==> config.mk <==
export PLATFORM = sky130hd
export DESIGN_NAME = premac_slice
export DESIGN_NICKNAME = d
export VERILOG_FILES = /design/src/rtl/premac_pkg.sv /design/src/rtl/premac_preadd.sv /design/src/rtl/premac_mult.sv /design/src/rtl/premac_postadd.sv /design/src/rtl/premac_slice.sv
export SDC_FILE = /design/constraint.sdc
export NUM_CORES = 2
export LEC_CHECK = 0
export BUFFER_PORTS_ARGS = -buffer_cell sky130_fd_sc_hd__buf_2
export CORE_MARGIN = 4
export CORE_UTILIZATION = 52
export DETAILED_ROUTE_END_ITERATION = 10
export PLACE_DENSITY = 0.74
export REMOVE_ABC_BUFFERS = 1
export SLEW_MARGIN = 20
export SYNTH_ARGS = -nofsm -noshare
export SYNTH_HDL_FRONTEND = slang
export SYNTH_SLANG_ARGS = --single-unit
==> constraint.sdc <==
create_clock -name clk_i -period 8.4 [get_ports clk_i]
set_input_delay 1.26 -clock clk_i [delete_from_list [all_inputs] [get_ports clk_i]]
set_output_delay 1.26 -clock clk_i [all_outputs]
set_load 0.02 [all_outputs]
==> src/rtl/premac_pkg.sv <==
`timescale 1ns/1ps
package premac_pkg;

    localparam int DEF_PRE_W  = 25;
    localparam int DEF_COEF_W = 18;
    localparam int DEF_ACC_W  = 48;
    localparam int SEL_W      = 3;

    // Selector fields: incl_base = bit 2, neg_offs = bit 1, incl_offs = bit 0
    typedef struct packed {
        logic incl_base;
        logic neg_offs;
        logic incl_offs;
    } pre_sel_t;

endpackage

==> src/rtl/premac_preadd.sv <==
`timescale 1ns/1ps
module premac_preadd
    import premac_pkg::*;
#(
    parameter int W = DEF_PRE_W
) (
    input  logic [W-1:0] base_i,
    input  logic [W-1:0] offs_i,
    input  pre_sel_t     sel_i,
    output logic [W-1:0] sum_o
);

    logic [W-1:0] base_term;
    logic [W-1:0] offs_term;

    always_comb begin
        base_term = sel_i.incl_base ? base_i : '0;
        if (!sel_i.incl_offs) begin
            offs_term = '0;
        end else if (sel_i.neg_offs) begin
            offs_term = '0 - offs_i;
        end else begin
            offs_term = offs_i;
        end
        // No saturation: wraps modulo 2^W
        sum_o = base_term + offs_term;
    end

endmodule

==> src/rtl/premac_mult.sv <==
`timescale 1ns/1ps
module premac_mult #(
    parameter int XW = 25,
    parameter int YW = 18,
    parameter int OW = 48
) (
    input  logic [XW-1:0] x_i,
    input  logic [YW-1:0] y_i,
    output logic [OW-1:0] p_o
);

    localparam int PW  = XW + YW;
    localparam int EXT = OW - PW;

    logic [PW-1:0] x_ext;
    logic [PW-1:0] y_ext;
    logic [PW-1:0] prod;

    always_comb begin
        x_ext = {{YW{x_i[XW-1]}}, x_i};
        y_ext = {{XW{y_i[YW-1]}}, y_i};
        // Low PW bits of the extended product equal the signed product
        prod  = x_ext * y_ext;
        p_o   = {{EXT{prod[PW-1]}}, prod};
    end

endmodule

==> src/rtl/premac_postadd.sv <==
`timescale 1ns/1ps
module premac_postadd #(
    parameter int W = 48
) (
    input  logic [W-1:0] addend_i,
    input  logic [W-1:0] prod_i,
    input  logic         carry_i,
    input  logic         sub_i,
    output logic [W-1:0] sum_o
);

    logic [W-1:0] term;

    always_comb begin
        term  = prod_i + {{(W-1){1'b0}}, carry_i};
        sum_o = sub_i ? (addend_i - term) : (addend_i + term);
    end

endmodule

==> src/rtl/premac_slice.sv <==
`timescale 1ns/1ps
module premac_slice
    import premac_pkg::*;
#(
    parameter int PRE_W   = DEF_PRE_W,
    parameter int COEF_W  = DEF_COEF_W,
    parameter int ACC_W   = DEF_ACC_W,
    parameter bit IN_STG  = 1'b1,
    parameter bit PRE_STG = 1'b1,
    parameter bit MUL_STG = 1'b1,
    parameter bit OUT_STG = 1'b1
) (
    input  logic              clk_i,
    input  logic              rst_i,
    input  logic              in_valid_i,
    input  logic [PRE_W-1:0]  base_i,
    input  logic [PRE_W-1:0]  offs_i,
    input  logic [COEF_W-1:0] coef_i,
    input  logic [ACC_W-1:0]  addend_i,
    input  logic              carry_i,
    input  logic [SEL_W-1:0]  pre_sel_i,
    input  logic              post_sub_i,
    output logic              out_valid_o,
    output logic [ACC_W-1:0]  res_o
);

    localparam int LATENCY = int'(IN_STG) + int'(PRE_STG) + int'(MUL_STG) + int'(OUT_STG);

    typedef struct packed {
        logic              vld;
        logic [PRE_W-1:0]  base;
        logic [PRE_W-1:0]  offs;
        logic [COEF_W-1:0] coef;
        logic [ACC_W-1:0]  addend;
        logic              carry;
        pre_sel_t          sel;
        logic              sub;
    } in_stage_t;

    typedef struct packed {
        logic              vld;
        logic [PRE_W-1:0]  pre;
        logic [COEF_W-1:0] coef;
        logic [ACC_W-1:0]  addend;
        logic              carry;
        logic              sub;
    } pre_stage_t;

    typedef struct packed {
        logic              vld;
        logic [ACC_W-1:0]  prod;
        logic [ACC_W-1:0]  addend;
        logic              carry;
        logic              sub;
    } mul_stage_t;

    typedef struct packed {
        logic              vld;
        logic [ACC_W-1:0]  res;
    } out_stage_t;

    in_stage_t  in_d,  in_q;
    pre_stage_t pre_d, pre_q;
    mul_stage_t mul_d, mul_q;
    out_stage_t out_d, out_q;

    logic [PRE_W-1:0] pre_sum;
    logic [ACC_W-1:0] prod_ext;
    logic [ACC_W-1:0] post_sum;

    // Stage 0: capture operands and controls together
    always_comb begin
        in_d.vld    = in_valid_i;
        in_d.base   = base_i;
        in_d.offs   = offs_i;
        in_d.coef   = coef_i;
        in_d.addend = addend_i;
        in_d.carry  = carry_i;
        in_d.sel    = pre_sel_t'(pre_sel_i);
        in_d.sub    = post_sub_i;
    end

    premac_preadd #(.W(PRE_W)) u_preadd (
        .base_i (in_q.base),
        .offs_i (in_q.offs),
        .sel_i  (in_q.sel),
        .sum_o  (pre_sum)
    );

    always_comb begin
        pre_d.vld    = in_q.vld;
        pre_d.pre    = pre_sum;
        pre_d.coef   = in_q.coef;
        pre_d.addend = in_q.addend;
        pre_d.carry  = in_q.carry;
        pre_d.sub    = in_q.sub;
    end

    premac_mult #(.XW(PRE_W), .YW(COEF_W), .OW(ACC_W)) u_mult (
        .x_i (pre_q.pre),
        .y_i (pre_q.coef),
        .p_o (prod_ext)
    );

    always_comb begin
        mul_d.vld    = pre_q.vld;
        mul_d.prod   = prod_ext;
        mul_d.addend = pre_q.addend;
        mul_d.carry  = pre_q.carry;
        mul_d.sub    = pre_q.sub;
    end

    premac_postadd #(.W(ACC_W)) u_post (
        .addend_i (mul_q.addend),
        .prod_i   (mul_q.prod),
        .carry_i  (mul_q.carry),
        .sub_i    (mul_q.sub),
        .sum_o    (post_sum)
    );

    always_comb begin
        out_d.vld = mul_q.vld;
        out_d.res = post_sum;
    end

    // Each stage either registers its next value or passes it straight on
    generate
        if (IN_STG) begin : g_in_reg
            always_ff @(posedge clk_i) begin
                if (rst_i) in_q <= '0;
                else       in_q <= in_d;
            end
        end else begin : g_in_thru
            always_comb in_q = in_d;
        end

        if (PRE_STG) begin : g_pre_reg
            always_ff @(posedge clk_i) begin
                if (rst_i) pre_q <= '0;
                else       pre_q <= pre_d;
            end
        end else begin : g_pre_thru
            always_comb pre_q = pre_d;
        end

        if (MUL_STG) begin : g_mul_reg
            always_ff @(posedge clk_i) begin
                if (rst_i) mul_q <= '0;
                else       mul_q <= mul_d;
            end
        end else begin : g_mul_thru
            always_comb mul_q = mul_d;
        end

        if (OUT_STG) begin : g_out_reg
            always_ff @(posedge clk_i) begin
                if (rst_i) out_q <= '0;
                else       out_q <= out_d;
            end
        end else begin : g_out_thru
            always_comb out_q = out_d;
        end
    endgenerate

    assign out_valid_o = out_q.vld;
    assign res_o       = out_q.res;

    // Taps for the bound checker
    logic [SEL_W-1:0] chk_sel;
    logic [PRE_W-1:0] chk_base;
    assign chk_sel  = in_q.sel;
    assign chk_base = in_q.base;

endmodule

==> impl_results.md <==
* Final period util at 86.9%
* Final Slew Violations at 0
* Initial antenna violation count at 0
* Synth warn at 0
* Clock sink total at 359
* Starting Density at roughly 53%
* Largest area contributor in the netlist: fa_1
* Internal Power at roughly 3.6 mW
* Number of global-route vias before repair at between 20000 and 25000
* First-pass GRT wire length at between 100000 and 150000 um
* Post-cts gate resize count at 0
* Share of cells above drive strength 1 at 8.28%
* Sum Neg Setup Slack at 0 ps
* Critical Path, Cell by Cell: nand2_1 > fa_1 > inv_1 > fa_1 > inv_1 > fa_1 > inv_1 > fa_1 > fa_1 > inv_1 > fa_1 > inv_1 > ha_1 > and4_1 > and2_1 > a221oi_1 > o31ai_1 > a31oi_1 > o21ai_0 > a211oi_1 > o31ai_1 > xnor2_1 > nor2_1
* Grt total ovfl at 0
* CP arrival at 7720 ps
* Worst path max stage delay at between 800 and 900 ps
* Post-CTS setup buffer count at 0
* DR iter-0 viols at approximately 1200
* Clock power frac at roughly 37%
* H-tree depth at 2
* Ys async rst share at 0%
* Io pins at about 170
* DRC viols at 0
* Die W at 257 um
* CP delay by family, top: adder cells
* Endpoints failing setup at 0
* Worst path required time at about 9000 ps
* Die height at between 200 and 300 um
* Final GP Congestion at 0.941
* Synth Cell Area at roughly 32000 sq um
* Sequential share of power at roughly 37%
* Slew @ Worst Pin at 1060 ps
* Core area at 60800 sq um
* Cts hold-fix bufs at 0
* Worst R2R Setup Slack at around 1100 ps
* TritonCTS clock tree: built
* Critical path type: reg -> reg
* Total number of vias at roughly 23000
* PwrDens at ~150 nW/um^2
* Syn avg cell area at just under 9 sq um
* First-pass detailed-route iteration total at 5
* Bufs and invs on worst path at 5
* Total power at 5.28 mW
* Pleak at 16.4 nW
* Cell mode on critical path: fa_1
* Dpl hpwl at between 50000 and 60000 um
* Count of final hold-check violations at 0
* Post-synth top cells: 563 x inv_1, 443 x fa_1, 373 x nand2_1
* Die footprint at between 60000 and 70000 sq um
* Slew HR at roughly 29%
* Placement Rows at 90
* Top cells by area, synth: fa_1 28%, dfxtp_1 22%, ha_1 7.1%, inv_1 6.6%, nor2b_1 5.2%
* Post-synth EDFFs at 0
* Cell Count, Final, Fillers Out at ~4500
* Worst-skew pair later-pin latency at between 500 and 600 ps
* Slowest CP cell: dfxtp_1
* Final net count at approximately 4400
* I/O Buffers at between 150 and 200
* Seq/Total Area, Yosys at 22.3%
* Sw Share at 31.1%
* Final ANT Viol Nets at 0
* Count leader, synth: inv_1
* Top_reg_cell synth: dfxtp_1
* Mapped Cells at around 3600
* Combinational fraction of design power at about a quarter
* Final min period at approximately 7300 ps
* Worst setup EP type: flop
* CTS Buf Count at 41
* Worst vdd rail ir drop at around 0.00013 V
* CTS clock-pin slew for the worst setup and hold paths at ~60 ps
* Avg Vias per Cell at 5.15
* Max Fclk at approximately 140 MHz
* Fill cells at 5374
* Yosys cell types at 80
* Drt total wl at 69400 um
* RSZ-0062 raised after global routing: no
* Largest net degree at the start of global routing at around 140
* Share of the synthesized area in the top cell type at 27.5%
* CP max FO at 25
* Wire length per cell at roughly 15 um
* GR Util All Layers at between 20% and 30%
* Crit path launch type: flop
* Outcome: complete, no violations
* Root Buffer: clkbuf_16
* Max Root-Sink Buffers at 3
* Inst Count DP at 4425
* #FFs+latches synth at roughly 360
* Clk_skew at between 30 and 40 ps
* Switch Pwr at between 1.5 and 2 mW
* Area growth syn-to-layout at 9.17%
* Worst hold-check path type: reg -> reg
* MaxCap Viol Count at 0
-- placed cells by master (no fill, tap or decap), types with 5 or more instances in the layout --
master      instances
o21a_1             19
nor2_1            200
or3_1              12
nand3_1            32
nand2_1           373
inv_1             563
o21bai_1           14
a21o_1             54
xor2_1             77
fa_1              443
a41oi_1             6
buf_4              23
or2_2              10
nor4_1             13
nor3_1             54
o211ai_1            8
xnor2_1           121
a21boi_0            6
and3_1             25
a2111oi_0           5
a31oi_1            23
dfxtp_1           358
clkinvlp_4          5
clkbuf_8            9
and4_1             11
o31ai_1            16
a211oi_1           15
bufinv_16           7
clkbuf_16          43
nor2b_1           269
or4_1               6
nand2b_1           12
nand4_1            29
o41ai_1             6
ha_1              182
clkbuf_1            5
a21oi_1           115
buf_2             171
and2_1            220
o21ai_0            75
-- per-layer routing --
metal	GRT usage (%)	vias up	routed length (um)
li1	-	11400	-
met4	5.02	0	1480
met1	28.0	11000	30100
met2	35.0	707	31600
met3	6.06	99	6240
met5	0	-	0
-- worst paths after layout --
check	startpoint	to	depth (start not counted)
max reg2reg	pre_q[58]	mul_q[91]	23
min reg2reg	in_q[63]	pre_q[60]	1
min	in_q[63]	pre_q[60]	1
max	pre_q[58]	mul_q[91]	23
-- final cells by class --
| class | instances | area, sq um | share of cell area, % |
|---|---|---|---|
| multi-input cells | 2525 | 22300 | 63.4 |
| well taps | 782 | 978 | 2.78 |
| diodes | 1 | 2.50 | 0.00712 |
| flip-flops and latches | 359 | 7190 | 20.4 |
| repair buffers | 196 | 1060 | 3.02 |
| inverters | 563 | 2110 | 6.01 |
| clock inverters | 19 | 319 | 0.907 |
| clock buffers | 57 | 1220 | 3.47 |
-- logic make-up after synthesis --
logic type / count (synthesis) / synth area share, %
flip-flops: 359 / 22.3
XOR/XNOR: 198 / 5.38
AO/OA/AOI/OAI: 405 / 8.15
AND/OR/NAND/NOR: 1290 / 20.8
adder cells (fa/ha/maj): 625 / 34.6
buffers and inverters: 720 / 8.52
multiplexers: 7 / 0.233
-- flip-flops by register name (all words and copies together), names as in the netlist --
name and flops:
mul_d 51, out_valid_o 1, in_q 94, chk_sel 3, res_o 48, pre_q 43, chk_base 25, mul_q 94
-- power groups by stage --
stage	clock network, mW	registers, mW	logic [mW]
2_1_floorplan	0	2.05	0.923
5_1_grt	2.10	1.98	1.52
4_1_cts	2.03	1.96	1.35
3_3_place_gp	0	2.00	1.32
6_report	1.97	1.96	1.35
3_5_place_dp	0	2.00	1.34
-- through the flow --
stage	cell area [sq um]	hold slack (ps)	setup WS, ps	util [%]
final	35200	429	1100	57.8
after global placement	33600	419	1220	55.3
after detailed placement	33600	420	1180	55.3
after CTS	35200	430	1130	57.8
after floorplan	31600	414	2000	-
after global routing	35200	449	564	57.8
(Power assumes the default switching activity.)
